File: src/rtl/branch_resolver_pkg.sv
package branch_resolver_pkg;
  localparam int XLEN     = 32;
  localparam int IDX_W    = $clog2(XLEN);
  localparam int OPC_W    = 6;
  localparam int OPT_W    = 4;
  localparam int XO_W     = 10;
  localparam int LONG_W   = 24;
  localparam int SHORT_W  = 14;

  localparam logic [OPC_W-1:0] OPC_UNCOND = 6'd18;
  localparam logic [OPC_W-1:0] OPC_COND   = 6'd16;
  localparam logic [OPC_W-1:0] OPC_REGTGT = 6'd19;
  localparam logic [XO_W-1:0]  XO_LINK    = 10'd16;
  localparam logic [XO_W-1:0]  XO_COUNT   = 10'd528;

  typedef enum logic [2:0] {
    TGT_SEQ,
    TGT_REL,
    TGT_ABS,
    TGT_LNK,
    TGT_CTR
  } tgtSel_e;

  typedef struct packed {
    logic    taken;
    logic    illegal;
    logic    decEn;
    logic    linkEn;
    logic    shortDisp;
    tgtSel_e tgtSel;
  } brStrobe_t;
endpackage

File: src/rtl/branch_resolver_ctrl.sv
module branch_resolver_ctrl
  import branch_resolver_pkg::*;
(
  input  logic            instrValid,
  input  logic [31:0]     instrWord,
  input  logic [XLEN-1:0] condReg,
  input  logic            ctrDecZero,
  output brStrobe_t       strobe
);
  logic [OPC_W-1:0] opcd;
  logic [OPT_W-1:0] opt;
  logic [IDX_W-1:0] bitSel;
  logic [IDX_W-1:0] bitIdx;
  logic [XO_W-1:0]  xo;
  logic             absSel;
  logic             linkReq;
  logic             unusedBits;

  assign opcd       = instrWord[31:26];
  assign opt        = instrWord[25:22];
  assign bitSel     = instrWord[20:16];
  assign xo         = instrWord[10:1];
  assign absSel     = instrWord[1];
  assign linkReq    = instrWord[0];
  assign unusedBits = ^{instrWord[21], instrWord[15:11]};

  logic isUncond, isCond, isLnk, isCtr, anyBranch;
  assign isUncond  = (opcd == OPC_UNCOND);
  assign isCond    = (opcd == OPC_COND);
  assign isLnk     = (opcd == OPC_REGTGT) && (xo == XO_LINK);
  assign isCtr     = (opcd == OPC_REGTGT) && (xo == XO_COUNT);
  assign anyBranch = isUncond | isCond | isLnk | isCtr;

  // option decode: bit1 low = decrement/test count, bit0 = want zero,
  // bit3 low = test condition bit, bit2 = wanted polarity
  logic optLegal;
  always_comb begin
    unique case (opt)
      4'b0000, 4'b0001, 4'b0010,
      4'b0100, 4'b0101, 4'b0110,
      4'b1000, 4'b1001, 4'b1010: optLegal = 1'b1;
      default:                   optLegal = 1'b0;
    endcase
  end

  logic needDec, testCond, wantSet, wantZero;
  assign needDec  = ~opt[1];
  assign testCond = ~opt[3];
  assign wantSet  = opt[2];
  assign wantZero = opt[0];

  logic condBit, condOk, ctrOk;
  assign bitIdx  = IDX_W'(XLEN - 1) - bitSel;
  assign condBit = condReg[bitIdx];
  assign condOk  = ~testCond | (condBit == wantSet);
  assign ctrOk   = ~needDec  | (ctrDecZero == wantZero);

  logic badForm, goodInstr, takeIt;
  assign badForm   = ~anyBranch | (~isUncond & ~optLegal) | (isCtr & needDec);
  assign goodInstr = instrValid & ~badForm;
  assign takeIt    = goodInstr & (isUncond | (condOk & ctrOk));

  always_comb begin
    strobe           = '0;
    strobe.taken     = takeIt;
    strobe.illegal   = instrValid & badForm;
    strobe.decEn     = goodInstr & ~isUncond & needDec;
    strobe.linkEn    = goodInstr & linkReq;
    strobe.shortDisp = isCond;
    if (!takeIt)     strobe.tgtSel = TGT_SEQ;
    else if (isLnk)  strobe.tgtSel = TGT_LNK;
    else if (isCtr)  strobe.tgtSel = TGT_CTR;
    else if (absSel) strobe.tgtSel = TGT_ABS;
    else             strobe.tgtSel = TGT_REL;
  end
endmodule

File: src/rtl/branch_resolver_dp.sv
module branch_resolver_dp
  import branch_resolver_pkg::*;
(
  input  logic              clk,
  input  logic              rst,
  input  logic [XLEN-1:0]   curPc,
  input  logic [LONG_W-1:0] dispField,
  input  brStrobe_t         strobe,
  input  logic              ctrLoadEn,
  input  logic [XLEN-1:0]   ctrLoadVal,
  input  logic              lnkLoadEn,
  input  logic [XLEN-1:0]   lnkLoadVal,
  output logic              ctrDecZero,
  output logic [XLEN-1:0]   nextPc,
  output logic [XLEN-1:0]   ctrNew,
  output logic [XLEN-1:0]   lnkNew,
  output logic [XLEN-1:0]   ctrValue,
  output logic [XLEN-1:0]   lnkValue
);
  logic [XLEN-1:0] ctrReg, lnkReg;
  logic [XLEN-1:0] pcSeq, ctrDec;
  logic [XLEN-1:0] dispShort, dispLong, disp;
  logic            unusedStrobe;

  assign unusedStrobe = strobe.taken ^ strobe.illegal;

  assign pcSeq      = curPc + XLEN'(4);
  assign ctrDec     = ctrReg - XLEN'(1);
  assign ctrDecZero = (ctrDec == '0);

  assign dispShort = {{(XLEN-SHORT_W-2){dispField[SHORT_W-1]}},
                      dispField[SHORT_W-1:0], 2'b00};
  assign dispLong  = {{(XLEN-LONG_W-2){dispField[LONG_W-1]}},
                      dispField, 2'b00};
  assign disp      = strobe.shortDisp ? dispShort : dispLong;

  always_comb begin
    unique case (strobe.tgtSel)
      TGT_REL: nextPc = curPc + disp;
      TGT_ABS: nextPc = disp;
      TGT_LNK: nextPc = {lnkReg[XLEN-1:2], 2'b00};
      TGT_CTR: nextPc = {ctrReg[XLEN-1:2], 2'b00};
      default: nextPc = pcSeq;
    endcase
  end

  always_ff @(posedge clk) begin
    if (rst)                ctrReg <= '0;
    else if (ctrLoadEn)     ctrReg <= ctrLoadVal;
    else if (strobe.decEn)  ctrReg <= ctrDec;
  end

  always_ff @(posedge clk) begin
    if (rst)                lnkReg <= '0;
    else if (lnkLoadEn)     lnkReg <= lnkLoadVal;
    else if (strobe.linkEn) lnkReg <= pcSeq;
  end

  assign ctrNew   = ctrDec;
  assign lnkNew   = pcSeq;
  assign ctrValue = ctrReg;
  assign lnkValue = lnkReg;
endmodule

File: src/rtl/branch_resolver.sv
module branch_resolver
  import branch_resolver_pkg::*;
(
  input  logic            clk,
  input  logic            rst,
  input  logic            instrValid,
  input  logic [31:0]     instrWord,
  input  logic [XLEN-1:0] curPc,
  input  logic [XLEN-1:0] condReg,
  input  logic            ctrLoadEn,
  input  logic [XLEN-1:0] ctrLoadVal,
  input  logic            lnkLoadEn,
  input  logic [XLEN-1:0] lnkLoadVal,
  output logic            taken,
  output logic [XLEN-1:0] nextPc,
  output logic            illegal,
  output logic            ctrWe,
  output logic [XLEN-1:0] ctrNew,
  output logic            lnkWe,
  output logic [XLEN-1:0] lnkNew,
  output logic [XLEN-1:0] ctrValue,
  output logic [XLEN-1:0] lnkValue
);
  brStrobe_t strobe;
  logic      ctrDecZero;

  branch_resolver_ctrl u_ctrl (
    .instrValid (instrValid),
    .instrWord  (instrWord),
    .condReg    (condReg),
    .ctrDecZero (ctrDecZero),
    .strobe     (strobe)
  );

  branch_resolver_dp u_dp (
    .clk        (clk),
    .rst        (rst),
    .curPc      (curPc),
    .dispField  (instrWord[25:2]),
    .strobe     (strobe),
    .ctrLoadEn  (ctrLoadEn),
    .ctrLoadVal (ctrLoadVal),
    .lnkLoadEn  (lnkLoadEn),
    .lnkLoadVal (lnkLoadVal),
    .ctrDecZero (ctrDecZero),
    .nextPc     (nextPc),
    .ctrNew     (ctrNew),
    .lnkNew     (lnkNew),
    .ctrValue   (ctrValue),
    .lnkValue   (lnkValue)
  );

  assign taken   = strobe.taken;
  assign illegal = strobe.illegal;
  assign ctrWe   = strobe.decEn;
  assign lnkWe   = strobe.linkEn;
endmodule

File: config.mk
export PLATFORM = sky130hd
export DESIGN_NAME = branch_resolver
export DESIGN_NICKNAME = d
export VERILOG_FILES = /design/src/rtl/branch_resolver_pkg.sv /design/src/rtl/branch_resolver_ctrl.sv /design/src/rtl/branch_resolver_dp.sv /design/src/rtl/branch_resolver.sv
export SDC_FILE = /design/constraint.sdc
export NUM_CORES = 1
export LEC_CHECK = 0
export ABC_CLOCK_PERIOD_IN_PS = 5700
export CORE_ASPECT_RATIO = 0.8
export CORE_UTILIZATION = 44
export CTS_CLUSTER_SIZE = 30
export DETAILED_ROUTE_END_ITERATION = 12
export PLACE_DENSITY = 0.81
export SKIP_CTS_REPAIR_TIMING = 1
export SYNTH_ARGS = -nofsm -noshare
export SYNTH_HDL_FRONTEND = slang
export SYNTH_SLANG_ARGS = --single-unit
File: constraint.sdc
create_clock -name clk -period 5.7 [get_ports clk]
set_clock_uncertainty 0.1 [all_clocks]
set_input_delay 0.57 -clock clk [delete_from_list [all_inputs] [get_ports clk]]
set_output_delay 0.57 -clock clk [all_outputs]
set_load 0.05 [all_outputs]
-- Yosys cells after proc, flatten, opt, wreduce, memory -nomap -nowiden
Memories as Yosys holds them, arrays and structs flattened.
Index checks and enable logic that the tools add are counted.
- add/subtract/negate cells: 4
- multiply operators: 0
- div/mod/pow operators: 0
- $lt $le $gt $ge: 1
- equality and inequality tests: 11
- shift operators: 0
- muxes and demuxes: 12
- bitwise logic cells: 22
- reductions and logical operators: 5
- operators by type and width (cell ; count):
    $mux 32 ; 5
    $pmux 32 s4 ; 1
    $add 32x3->32 const B ; 1
    $add 32x32->32 ; 1
    $logic_not 32->1 ; 1
    $sub 32x1->32 const B ; 1
    $eq 6x5->1 const B ; 3
    $eq 10x10->1 const B ; 1
    $eq 10x5->1 const B ; 1
    $and 1x1->1 ; 9
    $mux 3 ; 3
    $or 1x1->1 ; 8
    $eq 3x2->1 const B ; 2
    $lt 5x6->1 const B ; 1
    $bmux 1 s5 ; 1
    $not 1->1 ; 5
    $sub 5x5->5 const A ; 1
    $reduce_bool 2->1 ; 2
    $eq 3x1->1 const B ; 1
    $eq 3x3->1 const B ; 1
    $eq 1x1->1 ; 2
    $logic_and 1x1->1 ; 2
    $mux 2 ; 1
    $mux 1 ; 1
- register bits after elaboration: 64
- latch bits: 0
- bits in writable memories: 0
- bits in read-only memories: 16
- input port bits: 165
- output and inout port bits: 164
- logic and storage cells: 58
- memories kept: 1
- memories (memory ; words ; width ; rd ports ; clocked after memory_dff ; wr ports ; RTL line ; text):
    (name not given) ; 16 ; 1 ; 1 ; 0 ; 0 ; branch_resolver_ctrl.sv:38 ; unique case (opt)

-- Logic depth before layout (Yosys ltp)
Gate-level depths: netlist of the first run.
- depth after elaboration: 13
- mapped depth: 16

-- Modules after synthesis
From an unflattened synthesis of the first run, not the netlist that was laid out.
- cells, all modules: 1117
- area, all modules: 7636.1 um^2
- by module, submodules not included (module ; instances ; cells each ; area an instance (um^2)):
    branch_resolver_dp ; 1 ; 1043 ; 7100.6
    branch_resolver_ctrl ; 1 ; 74 ; 535.5

-- Least setup slack after synthesis of the first run
Ideal clock, no wire load.
- path type: reg2out
- from: register u_dp.ctrReg[0] (netlist: u_dp.ctrValue[0])
- to: output port nextPc[10]
- arrival time: 4.799 ns
- data required time: 5.030 ns
- path slack: 0.231 ns
- cell stages (with the launch flop): 13
- buffers on the path: 1
- cell sequence: dfxtp_1 -> inv_1 -> ha_1 -> nor4b_4 -> nand4_1 -> or4_1 -> xnor2_1 -> a311oi_1 -> nand4_1 -> o41a_1 -> nand2_4 -> buf_6 -> mux2i_1
- cells in the longest elaborated chain, start to end: 10
- ends and longest elaborated chain (element ; RTL line ; text):
    from (decl) ; branch_resolver_dp.sv:20 ; logic [XLEN-1:0] ctrReg, lnkReg;
    from (signal assigned) ; branch_resolver_dp.sv:49 ; else if (ctrLoadEn) ctrReg <= ctrLoadVal;
    from (signal assigned) ; branch_resolver_dp.sv:50 ; else if (strobe.decEn) ctrReg <= ctrDec;
    $sub 32x1->32 * ; branch_resolver_dp.sv:28 ; assign ctrDec = ctrReg - XLEN'(1);
    named net ctrNew[0] ; branch_resolver.sv:18 ; output logic [XLEN-1:0] ctrNew,
    $logic_not 32->1 * ; branch_resolver_dp.sv:29 ; assign ctrDecZero = (ctrDec == '0);
    $eq 1x1->1 * ; branch_resolver_ctrl.sv:56 ; assign ctrOk = ~needDec | (ctrDecZero == wantZero);
    $or 1x1->1 * ; branch_resolver_ctrl.sv:56 ;
    $and 1x1->1 * ; branch_resolver_ctrl.sv:61 ; assign takeIt = goodInstr & (isUncond | (condOk & ctrOk));
    $or 1x1->1 * ; branch_resolver_ctrl.sv:61 ;
    $and 1x1->1 * ; branch_resolver_ctrl.sv:61 ;
    $mux 3 * ; branch_resolver_ctrl.sv:70 ; if (!takeIt) strobe.tgtSel = TGT_SEQ;
    $eq 3x3->1, or another cell as far along ; branch_resolver_dp.sv:38 ; unique case (strobe.tgtSel)
    $pmux 32 s4 * ; branch_resolver_dp.sv:38 ;
    to (decl) ; branch_resolver.sv:15 ; output logic [XLEN-1:0] nextPc,
The timed path passes the listed nets; every way through them passes the cells marked *.

-- Final worst setup path of the first run
- from: register u_dp.ctrReg[0] (netlist: u_dp.ctrValue[0])
- to: output port nextPc[4]
- cells in the longest elaborated chain, start to end: 10
- ends and longest elaborated chain (element ; RTL line):
    $sub 32x1->32 * ; branch_resolver_dp.sv:28
    $logic_not 32->1 * ; branch_resolver_dp.sv:29
    $eq 1x1->1 * ; branch_resolver_ctrl.sv:56
    $or 1x1->1 * ; branch_resolver_ctrl.sv:56
    $and 1x1->1 * ; branch_resolver_ctrl.sv:61
    $or 1x1->1 * ; branch_resolver_ctrl.sv:61
    $and 1x1->1 * ; branch_resolver_ctrl.sv:61
    $mux 3 * ; branch_resolver_ctrl.sv:70
    $eq 3x3->1, or another cell as far along ; branch_resolver_dp.sv:38
    $pmux 32 s4 * ; branch_resolver_dp.sv:38
Every way passes the cells marked *; elsewhere a longest branch is shown, timed or not.

==> metrics.md, run 1 <==
| Metric | Value |
|---|---|
| Run status | `finished clean` |
| Number of warnings issued by yosys | `0` |
| Finish-stage setup viols | `0` |
| Post-layout minimum cycle time | `5.362 ns` |
| Post-synthesis area per instance | `7.402 um^2` |
| Main flop type after synthesis | `dfxtp_1` |
| Share of synthesized area occupied by flip-flops and latches | `16.74%` |
| Sw frac | `40.23%` |
| Final WL | `31760 um` |
| Fin cells | `1544` |
| Area used by multi-input combinational logic | `5892 um^2` |
| Gate count after technology mapping | `1034` |
| Initial antenna violation count | `0` |
| TritonCTS clock tree | `done` |
| Power density of the placed cells | `198.8 nW/um^2` |
| Max-slew violations | `0` |
| Weighted congestion at the end of routability-driven global placement | `0.9656` |
| Path category of the worst min-delay check | `flip-flop to flip-flop` |
| Clock latency of the later-clocked register in the worst-skew pair | `0.33 ns` |
| Cell type with the highest aggregate area in the netlist | `dfxtp_1` |
| Die ar. | `17930 um^2` |
| Detailed-route wire length per cell | `20.57 um` |
| Iteration count of the initial detailed-routing pass | `5` |
| Cell row count | `42` |
| Comb pwr share | `49.2%` |
| Crit share post-route | `94.08%` |
| Crit end category | `output pin` |
| Synth Register Bits | `64` |
| Count of buffers inserted at the top-level ports | `328` |
| Top-count cell post-synth | `nor2_1` |
| Mapped Area | `7654 um^2` |
| Leakage power summed over all cells | `4.805 nW` |
| Total number of clock tree sinks | `64` |
| Cell breakdown of the critical path | `inv_1, ha_1, nor4b_4, nand4_1, or4_1, xnor2_1, a311oi_1, nand4_1, o41a_1, nand2_4, mux2i_1, buf_12` |
| Worst-case register-to-register setup slack | `2.70 ns` |
| Final Core Density | `69.63%` |
| Post-layout nets | `1517` |
| DRC marker count from the first detailed-route iteration | `594` |
| Layout area overhead | `52.51%` |
| Net Switching | `0.0009336 W` |
| Root buffer cell | `clkbuf_16` |
| Worst Max-Slew Pin Slew | `1.105 ns` |
| Max rail drop VDD | `150.5 uV` |
| Slew margin rel. | `26.31%` |
| Antenna-violating nets left | `0` |
| CTS H-tree lvls | `3` |
| Aggregate global routing overflow | `0` |
| Proportion of netlist area held by the largest area contributor | `16.74%` |
| Max Fanout on Critical Path | `33` |
| Bufs and invs on worst path | `2` |
| Total routing usage reported by global routing | `35.25%` |
| Setup repair after global routing missed its margin | `false` |
| Number of antenna diodes | `0` |
| Post-Syn Nets | `1232` |
| Arrival @ worst endpoint | `4.69 ns` |
| Share of post-route cells with drive strength above 1 | `8.535%` |
| Crit path max-delay cell type | `or4_1` |
| Initial cell density of the core | `45.66%` |
| Data required time of the worst path | `5.03 ns` |
| Placeable Area | `16760 um^2` |
| Sequential share of power | `22.6%` |
| Vias per std cell | `5.845` |
| Placed instance count | `1528` |
| Die width | `149.5 um` |
| Area after DPL | `11300 um^2` |
| Kind of launch point of the worst setup path | `flip-flop` |
| Leading cell types by count after synthesis | `160 x nor2_1, 81 x mux2i_1, 77 x nand2_1, 65 x a21oi_1, 64 x dfxtp_1` |
| Count of unresolved DRC violations after routing | `0` |
| Largest delay share family, worst path | `simple AND/OR/NAND/NOR gates` |
| Largest stage delay on the critical path | `0.65 ns` |
| Clock buffer count from CTS | `9` |
| Post-detailed-placement half-perimeter wirelength | `25350 um` |
| Number of flops mapped to enable cells by yosys | `0` |
| Max Buffers Root-to-Sink | `2` |
| Number of global-route vias before repair | `8693` |
| Largest net degree at the start of global routing | `65` |
| Setup TNS | `0 ns` |
| Top cell by count, worst path | `nand4_1` |
| Post-Layout Inst Area | `11670 um^2` |
| Achievable frequency | `0.1865 GHz` |
| Wire length of the first global-routing pass | `48670 um` |
| Number of ports placed on the die boundary | `329` |
| Max-cap violations | `0` |
| Fraction of registers with async set/reset | `0%` |
| Clock-pin slew on the worst setup and hold paths | `0.05 ns` |
| Cell Int Power | `0.001387 W` |
| Number of hold violations in the final report | `0` |
| Worst setup path category | `flip-flop to output pin` |
| Portion of total power attributed to the clock network | `28.2%` |
| Largest cells by area after synthesis | `dfxtp_1 17%, mux2i_1 11%, nor2_1 7.8%` |
| Die outline height | `120.0 um` |
| Post-synth cell types | `72` |
| Total of fill cells in the finished design | `1416` |
| Total vias in the final route | `9025` |
| Footprint of the flip-flops and latches | `1281 um^2` |
[final cells by class]
cell class / count / area share, %
Clock buffer: 10 / 2.047
Timing Repair Buffer: 349 / 31.77
Inverter: 43 / 1.383
Clock inverter: 6 / 0.9862
Sequential cell: 64 / 10.98
Tap cell: 220 / 2.358
Multi-Input combinational cell: 852 / 50.48
[per-layer routing]
layer  part of all wire, %  wire (um)  vias up  global-route usage (%)
met3                   8.2       2590       73                   6.464
met2                    46      14610      431                   57.32
met5                     0          0        -                       0
met4                   3.9       1223        0                   13.90
met1                    42      13330     4243                   45.72
li1                      -          -     4278                       -
[placed cells by master, fill, tap and decap left out, types with 11 or more instances in the layout]
cell type,synthesis,final
o21ai_0,41,40
dfxtp_1,64,64
nand4_1,11,11
nand3_1,31,31
a211oi_1,31,31
inv_1,42,42
mux2i_1,81,81
a221oi_1,17,17
xor2_1,53,53
nor2b_1,11,11
ha_1,32,32
buf_4,2,26
a21oi_1,65,65
nor2_1,160,159
nand2_1,77,77
clkdlybuf4s50_1,0,289
xnor2_1,60,60
nor3_1,29,28
buf_12,1,30
[logic make-up (layout without fill, tap and decap cells)]
group | Yosys count | in the layout | synth area share, %
and+or+nand+nor | 391 | 391 | 25.16
DFF | 64 | 64 | 16.74
muxes | 99 | 99 | 14.81
buffers and inverters | 118 | 408 | 6.539
adders and majority gates | 33 | 33 | 5.493
xor gates and xnor gates | 113 | 113 | 12.93
AOI/OAI and AO/OA | 216 | 216 | 18.33
[power groups by stage]
| stage | sequential (W) | clock [W] | combinational [W] |
|---|---|---|---|
| global placement | 0.000532 | 0 | 0.00112 |
| finish | 0.000525 | 0.000654 | 0.00114 |
| floorplan | 0.000592 | 0 | 0.000623 |
| detailed placement | 0.000533 | 0 | 0.00112 |
| global route | 0.000528 | 0.000680 | 0.00121 |
| CTS | 0.000523 | 0.000659 | 0.00113 |
[worst register-to-register path: stages (launching register included)]
cell and delay (ns):
dfxtp_1 0.36, inv_1 0.10, ha_1 0.25, nor4b_4 0.38
nand4_1 0.29, or4_1 0.65, nor3_1 0.30, nand2_1 0.11
xnor2_1 0.14, mux2i_1 0.13, nor2_1 0.05
[path summary, 6_finish.rpt]
| kind | start | to | cells past startpoint |
|---|---|---|---|
| min reg2reg | u_dp.lnkValue[0]$_SDFFE_PP0P_ | u_dp.lnkValue[0]$_SDFFE_PP0P_ | 4 |
| min | u_dp.lnkValue[0]$_SDFFE_PP0P_ | u_dp.lnkValue[0]$_SDFFE_PP0P_ | 4 |
| max reg2reg | u_dp.ctrValue[0]$_SDFFE_PP0P_ | u_dp.ctrValue[28]$_SDFFE_PP0P_ | 10 |
| max | u_dp.ctrValue[0]$_SDFFE_PP0P_ | nextPc[4] | 12 |
[sequential cells by signal, summed over array words and instances, names as in the netlist]
register	cells
u_dp.ctrValue	32
u_dp.lnkValue	32
[per-stage QoR]
| step | total power [W] | hold slack (ns) | setup slack [ns] |
|---|---|---|---|
| after global placement | 0.001649 | 0.4951 | 0.1564 |
| after CTS | 0.002315 | 0.5361 | 0.09059 |
| after floorplan | 0.001215 | 0.6107 | 0.2307 |
| final | 0.002321 | 0.5321 | 0.3376 |
| after global routing | 0.002415 | 0.5980 | 0.06706 |
| after detailed placement | 0.001658 | 0.5229 | 0.1026 |
(Power assumes the default switching activity.)
==> run 2: changes to the inputs <==
- CORE_MARGIN: not set -> 3
==> run 2 against run 1 <==
  * Non-clock buffer count is the same
  * First-iteration DRC count grew 38%
  * Worst setup slack lost 0.10 ns
  * Flip-flop and latch count is the same
  * Sequential power is essentially flat
  * Utilization shrank 0.37 points
  * Register-to-register slack lost 0.04 ns
  * Global-route usage shrank 2.6 points
  * Sequential share of layout area is essentially flat
  * Critical endpoint is now nextPc[15]
  * Largest cell class unchanged
  * Largest power group unchanged
  * Highest routed layer unchanged
==> metrics.md, run 2 (same netlist as run 1, synthesis figures left out) <==
| Metric | Value |
|---|---|
| Post-Layout Inst Area | `11650 um^2` |
| Leakage power summed over all cells | `4.799 nW` |
| Area after DPL | `11310 um^2` |
| Cell row count | `42` |
| Detailed-routed wire length on met2 | `15240 um` |
| Aggregate global routing overflow | `0` |
| FF-to-FF path depth | `10` |
| Max Fanout on Critical Path | `33` |
| Layout area overhead | `52.18%` |
| Critical Path Sink | `nextPc[15]` |
| Run status | `finished clean` |
| Number of global-route vias before repair | `8657` |
| Die width | `153.5 um` |
| Crit path max-delay cell type | `or4_1` |
| Detailed-route wire length per cell | `20.92 um` |
| Count of buffers inserted at the top-level ports | `328` |
| Portion of total power attributed to the clock network | `26.8%` |
| Sequential share of power | `23.0%` |
| Power density of the placed cells | `195.7 nW/um^2` |
| Count of unresolved DRC violations after routing | `0` |
| Number of ports placed on the die boundary | `329` |
| Kind of launch point of the worst setup path | `flip-flop` |
| Max Buffers Root-to-Sink | `2` |
| Cell breakdown of the critical path | `inv_1, ha_1, nor4b_4, nand4_1, or4_1, xnor2_1, a311oi_1, nand4_1, o41a_1, nand2_4, mux2i_1, buf_12` |
| Die ar. | `19020 um^2` |
| Achievable frequency | `0.1831 GHz` |
| Worst-case register-to-register setup slack | `2.66 ns` |
| Vias per std cell | `5.859` |
| Footprint of the flip-flops and latches | `1281 um^2` |
| Final Core Density | `69.26%` |
| DRC marker count from the first detailed-route iteration | `819` |
| Most frequent standard cell in the layout excluding fill and tap cells | `clkdlybuf4s50_1` |
| Wire length the detailed router placed on met1 | `13480 um` |
| Placed instance count | `1528` |
| Number of antenna diodes | `0` |
| Detailed route wirelength on metal3 | `2862 um` |
| Total vias in the final route | `9041` |
| Total of fill cells in the finished design | `1413` |
| Worst Max-Slew Pin Slew | `1.153 ns` |
| Total number of clock tree sinks | `64` |
| Max-cap violations | `0` |
| Critical path launch point | `u_dp.ctrValue[0]$_SDFFE_PP0P_` |
| Worst hold slack across all endpoints | `0.5281 ns` |
| Cell Int Power | `0.001351 W` |
| Iteration count of the initial detailed-routing pass | `6` |
| Area used by multi-input combinational logic | `5887 um^2` |
| Finish-stage setup viols | `0` |
| Root buffer cell | `clkbuf_16` |
| Largest net degree at the start of global routing | `65` |
| Largest stage delay on the critical path | `0.66 ns` |
| Wire length of the first global-routing pass | `49050 um` |
| Clock-pin slew on the worst setup and hold paths | `0.06 ns` |
| Crit share post-route | `95.83%` |
| TritonCTS clock tree | `done` |
| Share of post-route cells with drive strength above 1 | `8.314%` |
| Post-detailed-placement half-perimeter wirelength | `25740 um` |
| Max rail drop VDD | `244.6 uV` |
| Comb pwr share | `50.2%` |
| Total routing usage reported by global routing | `32.61%` |
| Fin cells | `1543` |
| Crit end category | `output pin` |
| Final WL | `32280 um` |
| Bufs and invs on worst path | `2` |
| Initial antenna violation count | `0` |
| Die outline height | `124.0 um` |
| Top cell by count, worst path | `nand4_1` |
| CTS H-tree lvls | `3` |
| Highest layer used for signal routing | `met4` |
| Data required time of the worst path | `5.03 ns` |
| Post-layout minimum cycle time | `5.462 ns` |
| Stages on worst setup path | `12` |
| Clock latency of the later-clocked register in the worst-skew pair | `0.34 ns` |
| Weighted congestion at the end of routability-driven global placement | `0.9629` |
| Worst setup path category | `flip-flop to output pin` |
| Sw frac | `40.73%` |
| Post-layout nets | `1517` |
| Path category of the worst min-delay check | `flip-flop to flip-flop` |
| Initial cell density of the core | `45.51%` |
| Commonest cells after routing, fill and taps aside | `289 x clkdlybuf4s50_1, 159 x nor2_1, 81 x mux2i_1, 77 x nand2_1, 65 x a21oi_1` |
| Placeable Area | `16820 um^2` |
| Clock buffer count from CTS | `9` |
| Arrival @ worst endpoint | `4.79 ns` |
| Largest delay share family, worst path | `simple AND/OR/NAND/NOR gates` |
| Reg2reg start | `u_dp.ctrValue[0]$_SDFFE_PP0P_` |
| Worst hold path startpoint | `u_dp.lnkValue[0]$_SDFFE_PP0P_` |
| Number of hold violations in the final report | `0` |
| Setup repair after global routing missed its margin | `false` |
| Antenna-violating nets left | `0` |
| Reg-to-reg endpoint | `u_dp.ctrValue[28]$_SDFFE_PP0P_` |
| Slew margin rel. | `23.15%` |
| Net Switching | `0.0009286 W` |
| Setup TNS | `0 ns` |
| Max-slew violations | `0` |
-- run 2: power groups by stage --
stage	sequential [W]	combinational, W	clock [W]
after detailed placement	0.000531	0.00113	0
after global placement	0.000531	0.00112	0
after floorplan	0.000592	0.000623	0
after global routing	0.000528	0.00121	0.000632
final	0.000524	0.00114	0.000611
after CTS	0.000522	0.00114	0.000617
-- run 2: final cells by class --
type | instances | share of cell area (%)
inverter | 43 | 1.386
timing repair buffer | 349 | 31.95
tap | 220 | 2.363
multi-input combinational | 852 | 50.54
sequential | 64 | 11.00
clock buffer | 12 | 2.202
clock inverter | 3 | 0.5586
-- run 2: worst min-delay path by stage --
stage / slack, ns / end / cells past startpoint
after floorplan: 0.61 / u_dp.lnkValue[30]$_SDFFE_PP0P_ / 2
after global placement: 0.50 / u_dp.lnkValue[1]$_SDFFE_PP0P_ / 4
after detailed placement: 0.52 / u_dp.lnkValue[1]$_SDFFE_PP0P_ / 4
after CTS: 0.53 / u_dp.lnkValue[1]$_SDFFE_PP0P_ / 4
after global routing: 0.60 / u_dp.lnkValue[1]$_SDFFE_PP0P_ / 4
final: 0.53 / u_dp.lnkValue[0]$_SDFFE_PP0P_ / 4
-- run 2: layer usage --
layer,up-vias,global-route usage [%]
met3,46,7.850
met1,4228,42.12
met2,490,55.20
li1,4277,-
met4,0,8.715
met5,-,0
-- run 2: worst min-delay path: stages (launching register included) --
cell     delay (ns)
dfxtp_1        0.32
mux2i_1        0.06
nor2_1         0.09
a21oi_1        0.05
nor2_1         0.07
-- run 2: per-stage QoR --
stage	setup slack [ns]	power (W)
floorplan	0.2307	0.001215
global placement	0.1247	0.001655
detailed placement	0.09581	0.001661
CTS	0.07886	0.002275
global route	0.05821	0.002370
finish	0.2375	0.002280
==> run 3: changes to the inputs <==
- CAP_MARGIN: not set -> 20
==> run 3 against run 2 <==
  * Utilization rose by 0.16 points
  * Clock power about the same
  * Non-clock buffer count grew 1
  * Sequential power about the same
  * Highest routed layer unchanged
==> metrics.md, run 3 (same netlist as run 1, synthesis figures left out) <==
| Metric | Value |
|---|---|
| Run status | `finished clean` |
| Cell row count | `42` |
| DRC marker count from the first detailed-route iteration | `824` |
| Achievable frequency | `0.1840 GHz` |
| CTS H-tree lvls | `3` |
| Detailed-route wire length per cell | `20.94 um` |
| Detailed route wirelength on metal3 | `2980 um` |
| TritonCTS clock tree | `done` |
| Max Fanout on Critical Path | `33` |
| Wire length of the first global-routing pass | `49050 um` |
| Count of unresolved DRC violations after routing | `0` |
| Post-Layout Inst Area | `11670 um^2` |
| Kind of launch point of the worst setup path | `flip-flop` |
| Slew margin rel. | `31.39%` |
| Max Buffers Root-to-Sink | `2` |
| Worst setup path category | `flip-flop to output pin` |
| Number of antenna diodes | `0` |
| Arrival @ worst endpoint | `4.76 ns` |
| Crit share post-route | `95.33%` |
| Leakage power summed over all cells | `4.811 nW` |
| Reg2reg start | `u_dp.ctrValue[0]$_SDFFE_PP0P_` |
| Commonest cells after routing, fill and taps aside | `289 x clkdlybuf4s50_1, 159 x nor2_1, 81 x mux2i_1, 77 x nand2_1, 65 x a21oi_1` |
| Setup TNS | `0 ns` |
| Max-cap violations | `0` |
| Worst Max-Slew Pin Slew | `1.020 ns` |
| Sequential share of power | `23.0%` |
| Cell Int Power | `0.001353 W` |
| Vias per std cell | `5.874` |
| Total vias in the final route | `9070` |
| Max-slew violations | `0` |
| Number of global-route vias before repair | `8657` |
| Footprint of the flip-flops and latches | `1281 um^2` |
| Die ar. | `19020 um^2` |
| Count of buffers inserted at the top-level ports | `328` |
| Clock-pin slew on the worst setup and hold paths | `0.06 ns` |
| Wire length the detailed router placed on met1 | `13330 um` |
| Total routing usage reported by global routing | `32.61%` |
| Worst hold path startpoint | `u_dp.lnkValue[0]$_SDFFE_PP0P_` |
| Worst Hold Endpoint | `u_dp.lnkValue[0]$_SDFFE_PP0P_` |
| Aggregate global routing overflow | `0` |
| Total number of clock tree sinks | `64` |
| Initial cell density of the core | `45.51%` |
| Initial antenna violation count | `0` |
| Root buffer cell | `clkbuf_16` |
| Die outline height | `124.0 um` |
| Setup repair after global routing missed its margin | `false` |
| Critical path launch point | `u_dp.ctrValue[0]$_SDFFE_PP0P_` |
| Crit end category | `output pin` |
| Area used by multi-input combinational logic | `5887 um^2` |
| Highest layer used for signal routing | `met4` |
| Number of ports placed on the die boundary | `329` |
| Final WL | `32330 um` |
| Clock latency of the later-clocked register in the worst-skew pair | `0.34 ns` |
| FF-to-FF path depth | `10` |
| Antenna-violating nets left | `0` |
| Cell count of the worst hold path | `4` |
| Power density of the placed cells | `195.3 nW/um^2` |
| Post-layout minimum cycle time | `5.434 ns` |
| Post-detailed-placement half-perimeter wirelength | `25740 um` |
| Layout area overhead | `52.54%` |
| Reg-to-reg endpoint | `u_dp.ctrValue[28]$_SDFFE_PP0P_` |
| Area after DPL | `11310 um^2` |
| Max rail drop VDD | `244.6 uV` |
| Portion of total power attributed to the clock network | `26.7%` |
| Total of fill cells in the finished design | `1409` |
| Data required time of the worst path | `5.03 ns` |
| Net Switching | `0.0009275 W` |
| Worst-case register-to-register setup slack | `2.67 ns` |
| Detailed-routed wire length on met2 | `15270 um` |
| Path category of the worst min-delay check | `flip-flop to flip-flop` |
| Sw frac | `40.68%` |
| Clock buffer count from CTS | `9` |
| Die width | `153.5 um` |
| Iteration count of the initial detailed-routing pass | `6` |
| Share of post-route cells with drive strength above 1 | `8.384%` |
| Number of hold violations in the final report | `0` |
| Post-layout nets | `1518` |
| Comb pwr share | `50.3%` |
| Most frequent standard cell in the layout excluding fill and tap cells | `clkdlybuf4s50_1` |
| Largest net degree at the start of global routing | `65` |
| Placeable Area | `16820 um^2` |
| Weighted congestion at the end of routability-driven global placement | `0.9629` |
| Finish-stage setup viols | `0` |
[run 3: worst max-delay path by stage]
| stage | to | slack, ns | cells after the start |
|---|---|---|---|
| final | nextPc[15] | 0.27 | 12 |
| after global routing | nextPc[7] | 0.06 | 12 |
| after CTS | nextPc[29] | 0.08 | 16 |
| after detailed placement | nextPc[29] | 0.1 | 16 |
| after global placement | nextPc[29] | 0.12 | 16 |
| after floorplan | nextPc[10] | 0.23 | 12 |
[run 3: critical path, cell delays in order, from the launching register on]
cell	delay, ns
dfxtp_1	0.37
inv_1	0.09
ha_1	0.25
nor4b_4	0.39
nand4_1	0.33
or4_1	0.66
xnor2_1	0.19
a311oi_1	0.30
nand4_1	0.20
o41a_1	0.46
nand2_4	0.50
mux2i_1	0.48
buf_12	0.19
[run 3: area by class of cell]
class,count,share of cell area (%)
Sequential cell,64,10.97
Inverter,43,1.382
Clock buffer,12,2.197
Clock inverter,3,0.5573
Timing Repair Buffer,350,32.11
Tap cell,220,2.358
Multi-Input combinational cell,852,50.42
[run 3: power groups by stage]
stage / Clock [W] / Combinational, W / Sequential (W)
final: 0.000609 / 0.00115 / 0.000524
after global routing: 0.000632 / 0.00121 / 0.000528
after CTS: 0.000617 / 0.00114 / 0.000522
after detailed placement: 0 / 0.00113 / 0.000531
after global placement: 0 / 0.00112 / 0.000531
after floorplan: 0 / 0.000623 / 0.000592
[run 3: stage by stage]
step	utilization, %	power [W]	hold WS, ns	setup WS (ns)	cells
5_1_grt	69.43	0.002373	0.5960	0.05821	1544
2_1_floorplan	-	0.001215	0.6107	0.2307	1034
4_1_cts	69.20	0.002275	0.5297	0.07886	1543
6_report	69.43	0.002280	0.5276	0.2663	1544
3_3_place_gp	67.28	0.001655	0.4980	0.1247	1528
3_5_place_dp	67.28	0.001661	0.5158	0.09581	1528
[run 3: routing by layer]
metal	vias up	global-route usage, %
met5	-	0
met4	0	8.715
met3	53	7.850
met1	4239	42.12
li1	4285	-
met2	493	55.20
